==> src/rtl/irq_pq_bank.sv <==
module irq_pq_bank #(
  parameter int NSRC = 8,
  parameter logic [NSRC-1:0] LSI_MASK = 8'hF0,
  localparam int IDW = (NSRC > 1) ? $clog2(NSRC) : 1
) (
  input  logic            clk,
  input  logic            rst_n,
  input  logic [NSRC-1:0] src_in,
  input  logic            req_valid,
  input  logic [IDW:0]    req_addr,
  input  logic [1:0]      req_op,
  input  logic [1:0]      req_wdata,
  output logic            rsp_valid,
  output logic [1:0]      rsp_data,
  output logic            notify_valid,
  output logic [IDW-1:0]  notify_idx
);

  localparam logic [1:0] ST_IDLE = 2'b00;
  localparam logic [1:0] ST_OFF  = 2'b01;
  localparam logic [1:0] ST_SENT = 2'b10;
  localparam logic [1:0] ST_BOTH = 2'b11;

  logic [NSRC-1:0][1:0] pq_q, pq_d;
  logic [NSRC-1:0]      fire, pend_q, grant;
  logic [NSRC-1:0]      hit_trg, hit_mg;
  logic [IDW-1:0]       req_src;
  logic                 page_mg, op_eoi, op_get, op_set;
  logic [1:0]           sel_pq;
  logic                 sel_lsi;

  assign req_src = req_addr[IDW:1];
  assign page_mg = req_addr[0];
  assign op_eoi  = req_op == 2'd0;
  assign op_get  = req_op == 2'd1;
  assign op_set  = req_op == 2'd2;

  for (genvar i = 0; i < NSRC; i++) begin : g_src
    localparam bit IS_LSI = LSI_MASK[i];
    logic [1:0] st;
    logic       nt;

    assign hit_trg[i] = req_valid && !page_mg && (req_src == IDW'(i));
    assign hit_mg[i]  = req_valid &&  page_mg && (req_src == IDW'(i));

    always_comb begin
      st = pq_q[i];
      nt = 1'b0;
      if (hit_mg[i] && op_eoi) begin
        if (st != ST_OFF) begin
          if (!IS_LSI && st[0]) begin
            st = ST_SENT;
            nt = 1'b1;
          end else begin
            st = ST_IDLE;
          end
        end
      end else if (hit_mg[i] && op_set) begin
        st = req_wdata;
      end
      if (IS_LSI) begin
        if (st == ST_IDLE && src_in[i]) begin
          st = ST_SENT;
          nt = 1'b1;
        end
      end else if (src_in[i] || hit_trg[i]) begin
        if (st == ST_IDLE) begin
          st = ST_SENT;
          nt = 1'b1;
        end else if (st == ST_SENT) begin
          st = ST_BOTH;
        end
      end
      pq_d[i] = st;
      fire[i] = nt;
    end

    always_ff @(posedge clk) begin
      if (!rst_n) pq_q[i] <= ST_OFF;
      else        pq_q[i] <= pq_d[i];
    end
  end

  always_comb begin
    sel_pq  = 2'b00;
    sel_lsi = 1'b0;
    for (int i = 0; i < NSRC; i++) begin
      if (req_src == IDW'(i)) begin
        sel_pq  = pq_q[i];
        sel_lsi = LSI_MASK[i];
      end
    end
  end

  always_ff @(posedge clk) begin
    if (!rst_n) begin
      rsp_valid <= 1'b0;
      rsp_data  <= 2'b00;
    end else begin
      rsp_valid <= req_valid;
      if (!req_valid || !page_mg) rsp_data <= 2'b00;
      else if (op_eoi)            rsp_data <= {1'b0, sel_pq[1]};
      else if (op_get || op_set)  rsp_data <= sel_pq;
      else                        rsp_data <= 2'b00;
    end
  end

  assign grant = pend_q & (~pend_q + NSRC'(1));

  always_ff @(posedge clk) begin
    if (!rst_n) pend_q <= '0;
    else        pend_q <= (pend_q & ~grant) | fire;
  end

  assign notify_valid = |pend_q;

  always_comb begin
    notify_idx = '0;
    for (int i = NSRC - 1; i >= 0; i--) begin
      if (pend_q[i]) notify_idx = IDW'(i);
    end
  end

  logic unused_sel;
  assign unused_sel = sel_lsi;

endmodule

==> config.mk <==
export PLATFORM = sky130hd
export DESIGN_NAME = irq_pq_bank
export DESIGN_NICKNAME = d
export VERILOG_FILES = /design/src/rtl/irq_pq_bank.sv
export SDC_FILE = /design/constraint.sdc
export NUM_CORES = 1
export LEC_CHECK = 0
export CAP_MARGIN = 20
export CORE_MARGIN = 5
export CORE_UTILIZATION = 27
export DETAILED_ROUTE_END_ITERATION = 10
export DONT_BUFFER_PORTS = 1
export PLACE_DENSITY = 0.49
export SYNTH_ARGS = -nofsm -noshare
export SYNTH_HDL_FRONTEND = slang
export SYNTH_SLANG_ARGS = --single-unit
export TNS_END_PERCENT = 20
==> constraint.sdc <==
create_clock -name clk -period 1.7 [get_ports clk]
set_input_delay 0.17 -clock clk [delete_from_list [all_inputs] [get_ports clk]]
set_output_delay 0.17 -clock clk [all_outputs]
set_load 0.05 [all_outputs]
* Word level (Yosys, flattened, before mapping)
Index checks and enable logic that the tools add are counted.
Operators by class: bitwise operators 7, multiplexer cells 86, $add $sub $neg 1, equal/unequal tests 21, reduce and logical (&&, ||, !) cells 55
Operators with widths (count):
- 2-bit two-way mux | 52
- 1-bit logical AND | 34
- 1-bit two-way mux | 26
- 3-bit two-way mux | 8
- 2-bit logical NOT | 9
- 8-bit AND | 2
- 2-bit by 1-bit inequality test with 1-bit output (second input constant) | 8
- 8-bit inverter | 2
- 3-bit equality test (second input constant) | 4
- 2-bit equality test (second input constant) | 5
- 8-bit by 1-bit adder with 8-bit output (second input constant) | 1
- 8-bit bitwise OR | 1
- 8-bit OR reduction | 1
- 3-bit by 2-bit equality test with 1-bit output (second input constant) | 2
- 1-bit logical OR | 6
- 4-bit OR reduction | 1
- 3-bit by 1-bit equality test with 1-bit output (second input constant) | 1
- 3-bit logical NOT | 1
- 2-bit by 1-bit equality test with 1-bit output (second input constant) | 1
- 1-bit logical NOT | 2
- 1-bit inverter | 2
- 2-bit OR reduction | 1
Word-level totals: logic and storage cells 182, output and inout port bits 7, flip-flop bits (word level) 27

* Depth between registers and ports, before layout
Gate-level depths: netlist of the first run.
word-level depth 11, gate-level depth with buffers 9, mapped depth without buffers 7

* Worst setup path after synthesis of the first run
Ideal clock, no wire load.
path kind register -> output, start point register pend_q[5], end point output notify_idx[1], data required time 1530 ps, cell stages (with the launch flop) 4, arrival time 1650 ps, setup slack -120 ps, path through dfxtp_1 -> nor2_1 -> o21ai_0 -> a21boi_0
On the way: cells in the longest elaborated chain, start to end 6
RTL lines:
- start: declaration | line 25 | logic [NSRC-1:0] fire, pend_q, grant;
- start signal: assignment | line 112 | else pend_q <= (pend_q & ~grant) | fire;
- 3-bit two-way mux (6 in series) | line 120 | if (pend_q[i]) notify_idx = IDW'(i);
- end: declaration | line 16 | output logic [IDW-1:0] notify_idx
No other way between the ends.

* Worst setup path after layout of the first run
start point register pend_q[0], end point output notify_valid
On the way: cells in the longest elaborated chain, start to end 1
RTL lines:
- 8-bit OR reduction | line 115 | assign notify_valid = |pend_q;
- end: declaration | line 15 | output logic notify_valid,
No other way between the ends.

==> results of run 1 <==
## registers in the layout, indices dropped and copies added (netlist names)
name / cells
rsp_data: 2
pend_q: 8
rsp_valid: 1
pq_q: 16
## how the worst min path moves through the flow
| stage | start | end | slack, ns |
|---|---|---|---|
| 4_1_cts | rst_n | pq_q[11]$_SDFF_PN0_ | 0.004 |
| 3_5_place_dp | rst_n | pq_q[8]$_SDFF_PN1_ | 0.24 |
| 6_report | rst_n | pq_q[11]$_SDFF_PN0_ | 0.009 |
| 3_3_place_gp | rst_n | pq_q[8]$_SDFF_PN1_ | 0.24 |
| 5_1_grt | rst_n | pq_q[11]$_SDFF_PN0_ | 0.002 |
| 2_1_floorplan | src_in[4] | pq_q[9]$_SDFF_PN0_ | 0.31 |
## where the power goes
part	internal, uW	switching [uW]
combinational	82.7	89.3
clock	167	222
sequential	642	16.5
## cells by family after synthesis
family          after synthesis  share of synthesized area [%]
fa+ha+maj                     2                           1.25
flops                        27                           26.9
simple gates                 92                           25.3
mux                          17                           9.97
compound gates               78                           27.1
buf+inv                      26                           9.41
## through the flow
step / total power (uW) / TNS [ns] / util [%] / area (um^2)
finish: 1220 / 0 / 30.9 / 2240
global route: 1280 / 0 / 30.9 / 2240
CTS: 1230 / 0 / 30.7 / 2230
detailed placement: 837 / -0.0527 / 29.8 / 2160
global placement: 838 / 0 / 29.8 / 2160
floorplan: 839 / 0 / - / 2010
## layer usage
layer,part of all wire (%),vias up
li1,-,939
met5,0,-
met3,9.3,4
met2,42,78
met1,47,925
met4,1.5,0
## worst max-delay path, cell delays in order, from the launching register on
cell and delay (ns):
dfxtp_1 0.38, nor2_2 0.14, nand2_1 0.12, nor3_2 0.19, nand2_1 0.09, buf_4 0.19
## final cells by class
| class | instances | share of cell area, % |
|---|---|---|
| multi-input cells | 189 | 57.3 |
| flip-flops and latches | 27 | 24.1 |
| repair buffers | 26 | 9.49 |
| well taps | 99 | 5.53 |
| clock buffers | 3 | 1.84 |
| inverters | 8 | 1.34 |
| clock inverters | 1 | 0.335 |
## placed cells by master, fill, tap and decap left out, drive strengths merged, types with 2 or more instances in the layout
cell         instances
a21o                 3
a21oi               20
a22oi                4
a2bb2oi              2
a31oi                3
a32o                 2
a32oi                4
and2                 7
and3                 2
and4b                2
buf                 24
clkbuf               3
dfxtp               27
dlygate4sd3          2
ha                   2
inv                  8
mux2                 4
mux2i               11
mux4                 2
nand2               17
nand2b               2
nand3               13
nand3b               2
nand4                2
nand4b               2
nor2                22
nor2b                5
nor3                 5
nor3b                4
o2111ai              5
o211ai               2
o21a                 3
o21ai               14
o31ai                4
o32a                 2
or3                  2
## timing repair
action                                  CTS  global route
endpoints found under the setup margin    1             1
resized for setup                         1             1
endpoints found under the hold margin     7             1
hold buffers                              1             1
==> results_dict.tcl, run 1 <==
set metrics [dict create \
    syn_area_mm2 0.00201 \
    yosysMostFrequentCell "dfxtp_1" \
    vias 1946 \
    gr-max-usage-layer "met2" \
    status "finished, final reports clean" \
    setup_slack_ns 0.140 \
    grt_pass1_vias 1824 \
    syn2layout_area_growth_pct 11.7 \
    rsz0062_at_grt "false" \
    setup_viol 0 \
    grt_overflow 0 \
    powerDensity_mw_per_mm2 544 \
    ctsLongestPathBuffers 2 \
    min_delay_path_depth 1 \
    cts_max_level 1 \
    cts_setup_buffers 0 \
    drc 0 \
    async_flop_share_pct 0 \
    holdWs_ns 0.00929 \
    r2r-start "pq_q[13]$_SDFF_PN0_" \
    place_inst 347 \
    yosysWarnings 0 \
    grt.met2_usage_pct 19.2 \
    dr.pass1.iters 4 \
    multiInputGateArea_mm2 0.00128 \
    ioPinCount 26 \
    worstPathRequired_ns 1.53 \
    fin_crit_sh_pct 91.7 \
    syn_avg_cell_area_um2 8.29 \
    wl_um 5710 \
    synthTopCellsByArea "dfxtp_1 (27%), mux2i_1 (5.5%), a21oi_1 (4.5%)" \
    crit_type "reg -> out" \
    syn_inst 242 \
    core_area_mm2 0.00725 \
    synth.top_cell.area_share_pct 26.9 \
    post_drt_wl_per_cell_um 16.2 \
    synth_edf_count 0 \
    cts_root_buf "clkbuf_8" \
    fin_nets 276 \
    finalNonFillerCells 353 \
    cts.sinks 27 \
    synth_top_area_cell "dfxtp_1" \
    dp_hpwl_um 4150 \
    grt_pass1_wl_um 9430 \
    syn_nets 263 \
    endpoint "notify_valid" \
    maxSlewViolCount 0 \
    worstMarginPinSlew_ns 0.482 \
    ys_ff_latch 27 \
    setup.worst_path.start "pend_q[0]$_SDFF_PN0_" \
    post-place-ws_ns -0.0373 \
    ir_worst_vdd_uv 308 \
    hp-class "in -> reg" \
    yosysSeqAreaShare_pct 26.9 \
    port_buffers 0 \
    rr_endpoint "pend_q[6]$_SDFF_PN0_" \
    crit_fanout 4 \
    numCtsBuffers 3 \
    clkTransAtPathRegs_ns 0.10 \
    skew_ns 0.00235 \
    post-route-min-period_ns 1.56 \
    fmax_mhz 641 \
    antenna_cells 0 \
    grt_max_degree 29 \
    fill_cells 817 \
    design.die.area_mm2 0.00926 \
    crit_arrival_ns 1.39 \
    yosysUniqueCellTypes 61 \
    antenna_left 0 \
    cts_tree "done" \
    dieHeight_um 96.2 \
    end_kind "primary output" \
    via_per_inst 5.51 \
    regArea_um2 541 \
    worst_r2r_path_depth 5 \
    grt_usage_pct 13.0 \
    place_congestion 0.874 \
    grt_antenna_before_repair 0 \
    grt_use_met3_pct 4.93 \
    reg2reg_slack_ns 0.26 \
    start_util_pct 27.7 \
    grtUsageMet1_pct 18.0 \
    ys_top_cells_by_count "dfxtp_1 (27), nor2_1 (22), a21oi_1 (18)" \
    clk-insertion-delay-late_ns 0.28 \
    p_leak_uw 0.000833 \
    die_w_um 96.2 \
    final_layout_size_suffix_gt1_share_pct 17.7 \
    relSlewSlack_pct 67.8 \
    drv_cap 0 \
    synth_top_flop_cell "dfxtp_1" \
    finalHoldViolCount 0 \
    fp-row-count 31 \
    critPathLaunchType "flip-flop" \
    drt_iter0_drc 96 \
]
(Power assumes the default switching activity.)
==> run 2, diff against run 1 <==
Settings changed: CTS_CLUSTER_DIAMETER set to 30.
==> results of run 2 <==
Same layout as run 1: the final DEF is identical, and so are final timing and power.
==> run 3, diff against run 2 <==
Settings changed: MAX_ROUTING_LAYER set to met4.
==> results_dict.tcl, run 3 (synthesis results as in run 1) <==
set metrics [dict create \
    status "finished, final reports clean" \
    ir_worst_vdd_uv 309 \
    antenna_cells 0 \
    grt_usage_pct 13.4 \
    ioPinCount 26 \
    fill_cells 817 \
    grt_pass1_vias 1817 \
    crit_type "reg -> out" \
    regArea_um2 541 \
    grt_pass1_wl_um 9430 \
    regMostFlops "pq_q" \
    post-place-ws_ns -0.0373 \
    drv_cap 0 \
    powerDensity_mw_per_mm2 545 \
    power_uw 1220 \
    worstMarginPinSlew_ns 0.482 \
    grt_overflow 0 \
    multiInputGateArea_mm2 0.00128 \
    layout_commonest_cell "dfxtp_1" \
    dieHeight_um 96.2 \
    drc 0 \
    grt.met2_usage_pct 19.3 \
    holdWs_ns 0.00560 \
    hp-class "in -> reg" \
    grt_use_met3_pct 4.61 \
    dr.pass1.iters 4 \
    fin_setup_tns_ns 0 \
    final_layout_size_suffix_gt1_share_pct 17.7 \
    dp_hpwl_um 4150 \
    maxSlewViolCount 0 \
    fmax_mhz 642 \
    critPathLaunchType "flip-flop" \
    die_w_um 96.2 \
    antenna_left 0 \
    core_area_mm2 0.00725 \
    clk-insertion-delay-late_ns 0.28 \
    drt_iter0_drc 85 \
    post-route-min-period_ns 1.56 \
    skew_ns 0.00151 \
    relSlewSlack_pct 67.8 \
    reg.largest.list "pq_q (16), pend_q (8), rsp_data (2)" \
    gr-max-usage-layer "met2" \
    fin_nets 276 \
    cts_max_level 1 \
    grt_max_degree 29 \
    worstPathRequired_ns 1.53 \
    reg2reg_slack_ns 0.26 \
    crit_arrival_ns 1.39 \
    end_kind "primary output" \
    place_congestion 0.889 \
    cts.sinks 27 \
    wl_um 5680 \
    vias 1935 \
    cts_root_buf "clkbuf_8" \
    fin_crit_sh_pct 91.6 \
    design.die.area_mm2 0.00926 \
    clkTransAtPathRegs_ns 0.10 \
    layout_common_cells "dfxtp_1 (27), buf_4 (23), nor2_1 (21)" \
    numCtsBuffers 3 \
    fp-row-count 31 \
    start_util_pct 27.7 \
    syn2layout_area_growth_pct 11.7 \
    via_per_inst 5.48 \
    rsz0062_at_grt "false" \
    port_buffers 0 \
    finalHoldViolCount 0 \
    setup_viol 0 \
    grt_antenna_before_repair 0 \
    grtUsageMet1_pct 18.2 \
    cts_setup_buffers 0 \
    post_drt_wl_per_cell_um 16.1 \
    crit_fanout 4 \
    p_leak_uw 0.000833 \
    largest_register_ffs 16 \
    post-route-util_pct 30.9 \
    ctsLongestPathBuffers 2 \
    setup_slack_ns 0.142 \
    cts_tree "done" \
]
[run 3: cell counts in the layout (fill, tap and decap cells not counted)]
No cell type changed its count.
[run 3: final cells by class]
cell class | instances | area share [%]
clock buffer | 3 | 1.84
clock inverter | 1 | 0.335
inverter | 8 | 1.34
multi-input combinational | 189 | 57.3
sequential | 27 | 24.1
tap | 99 | 5.53
timing repair buffer | 26 | 9.49
[run 3: what timing repair did]
action                                  in CTS  in global routing
resized for setup                            1                  1
hold endpoints to repair                     7                  1
hold buffers                                 1                  1
endpoints found under the setup margin       1                  1
gates cloned                                 0                  0
[run 3: layer usage]
layer | up-vias | part of all wire (%)
li1 | 938 | -
met1 | 933 | 47
met2 | 60 | 43
met3 | 4 | 9.0
met4 | 0 | 1.1
met5 | - | 0
[run 3: per-stage QoR]
stage / instances / area [um^2]
3_5_place_dp: 347 / 2160
5_1_grt: 353 / 2240
3_3_place_gp: 347 / 2160
4_1_cts: 352 / 2230
2_1_floorplan: 242 / 2010
6_report: 353 / 2240
[run 3: final timing paths]
kind | end | start | depth (start not counted)
worst min register to register | pend_q[3]$_SDFF_PN0_ | pend_q[3]$_SDFF_PN0_ | 2
worst max-delay path | notify_valid | pend_q[0]$_SDFF_PN0_ | 5
worst min-delay path | pq_q[11]$_SDFF_PN0_ | rst_n | 1
worst max register to register | pend_q[6]$_SDFF_PN0_ | pq_q[13]$_SDFF_PN0_ | 5
[run 3: worst max-delay path, stage by stage, from the launching register on]
cell     delay [ns]
dfxtp_1        0.38
nor2_2         0.13
nand2_1        0.12
nor3_2         0.19
nand2_1        0.09
buf_4          0.19
[run 3: power breakdown]
group	internal, uW	total, uW	switching (uW)
Sequential	642	658	16.5
Combinational	82.7	172	89.7
Clock	167	391	224
Total	891	1220	330
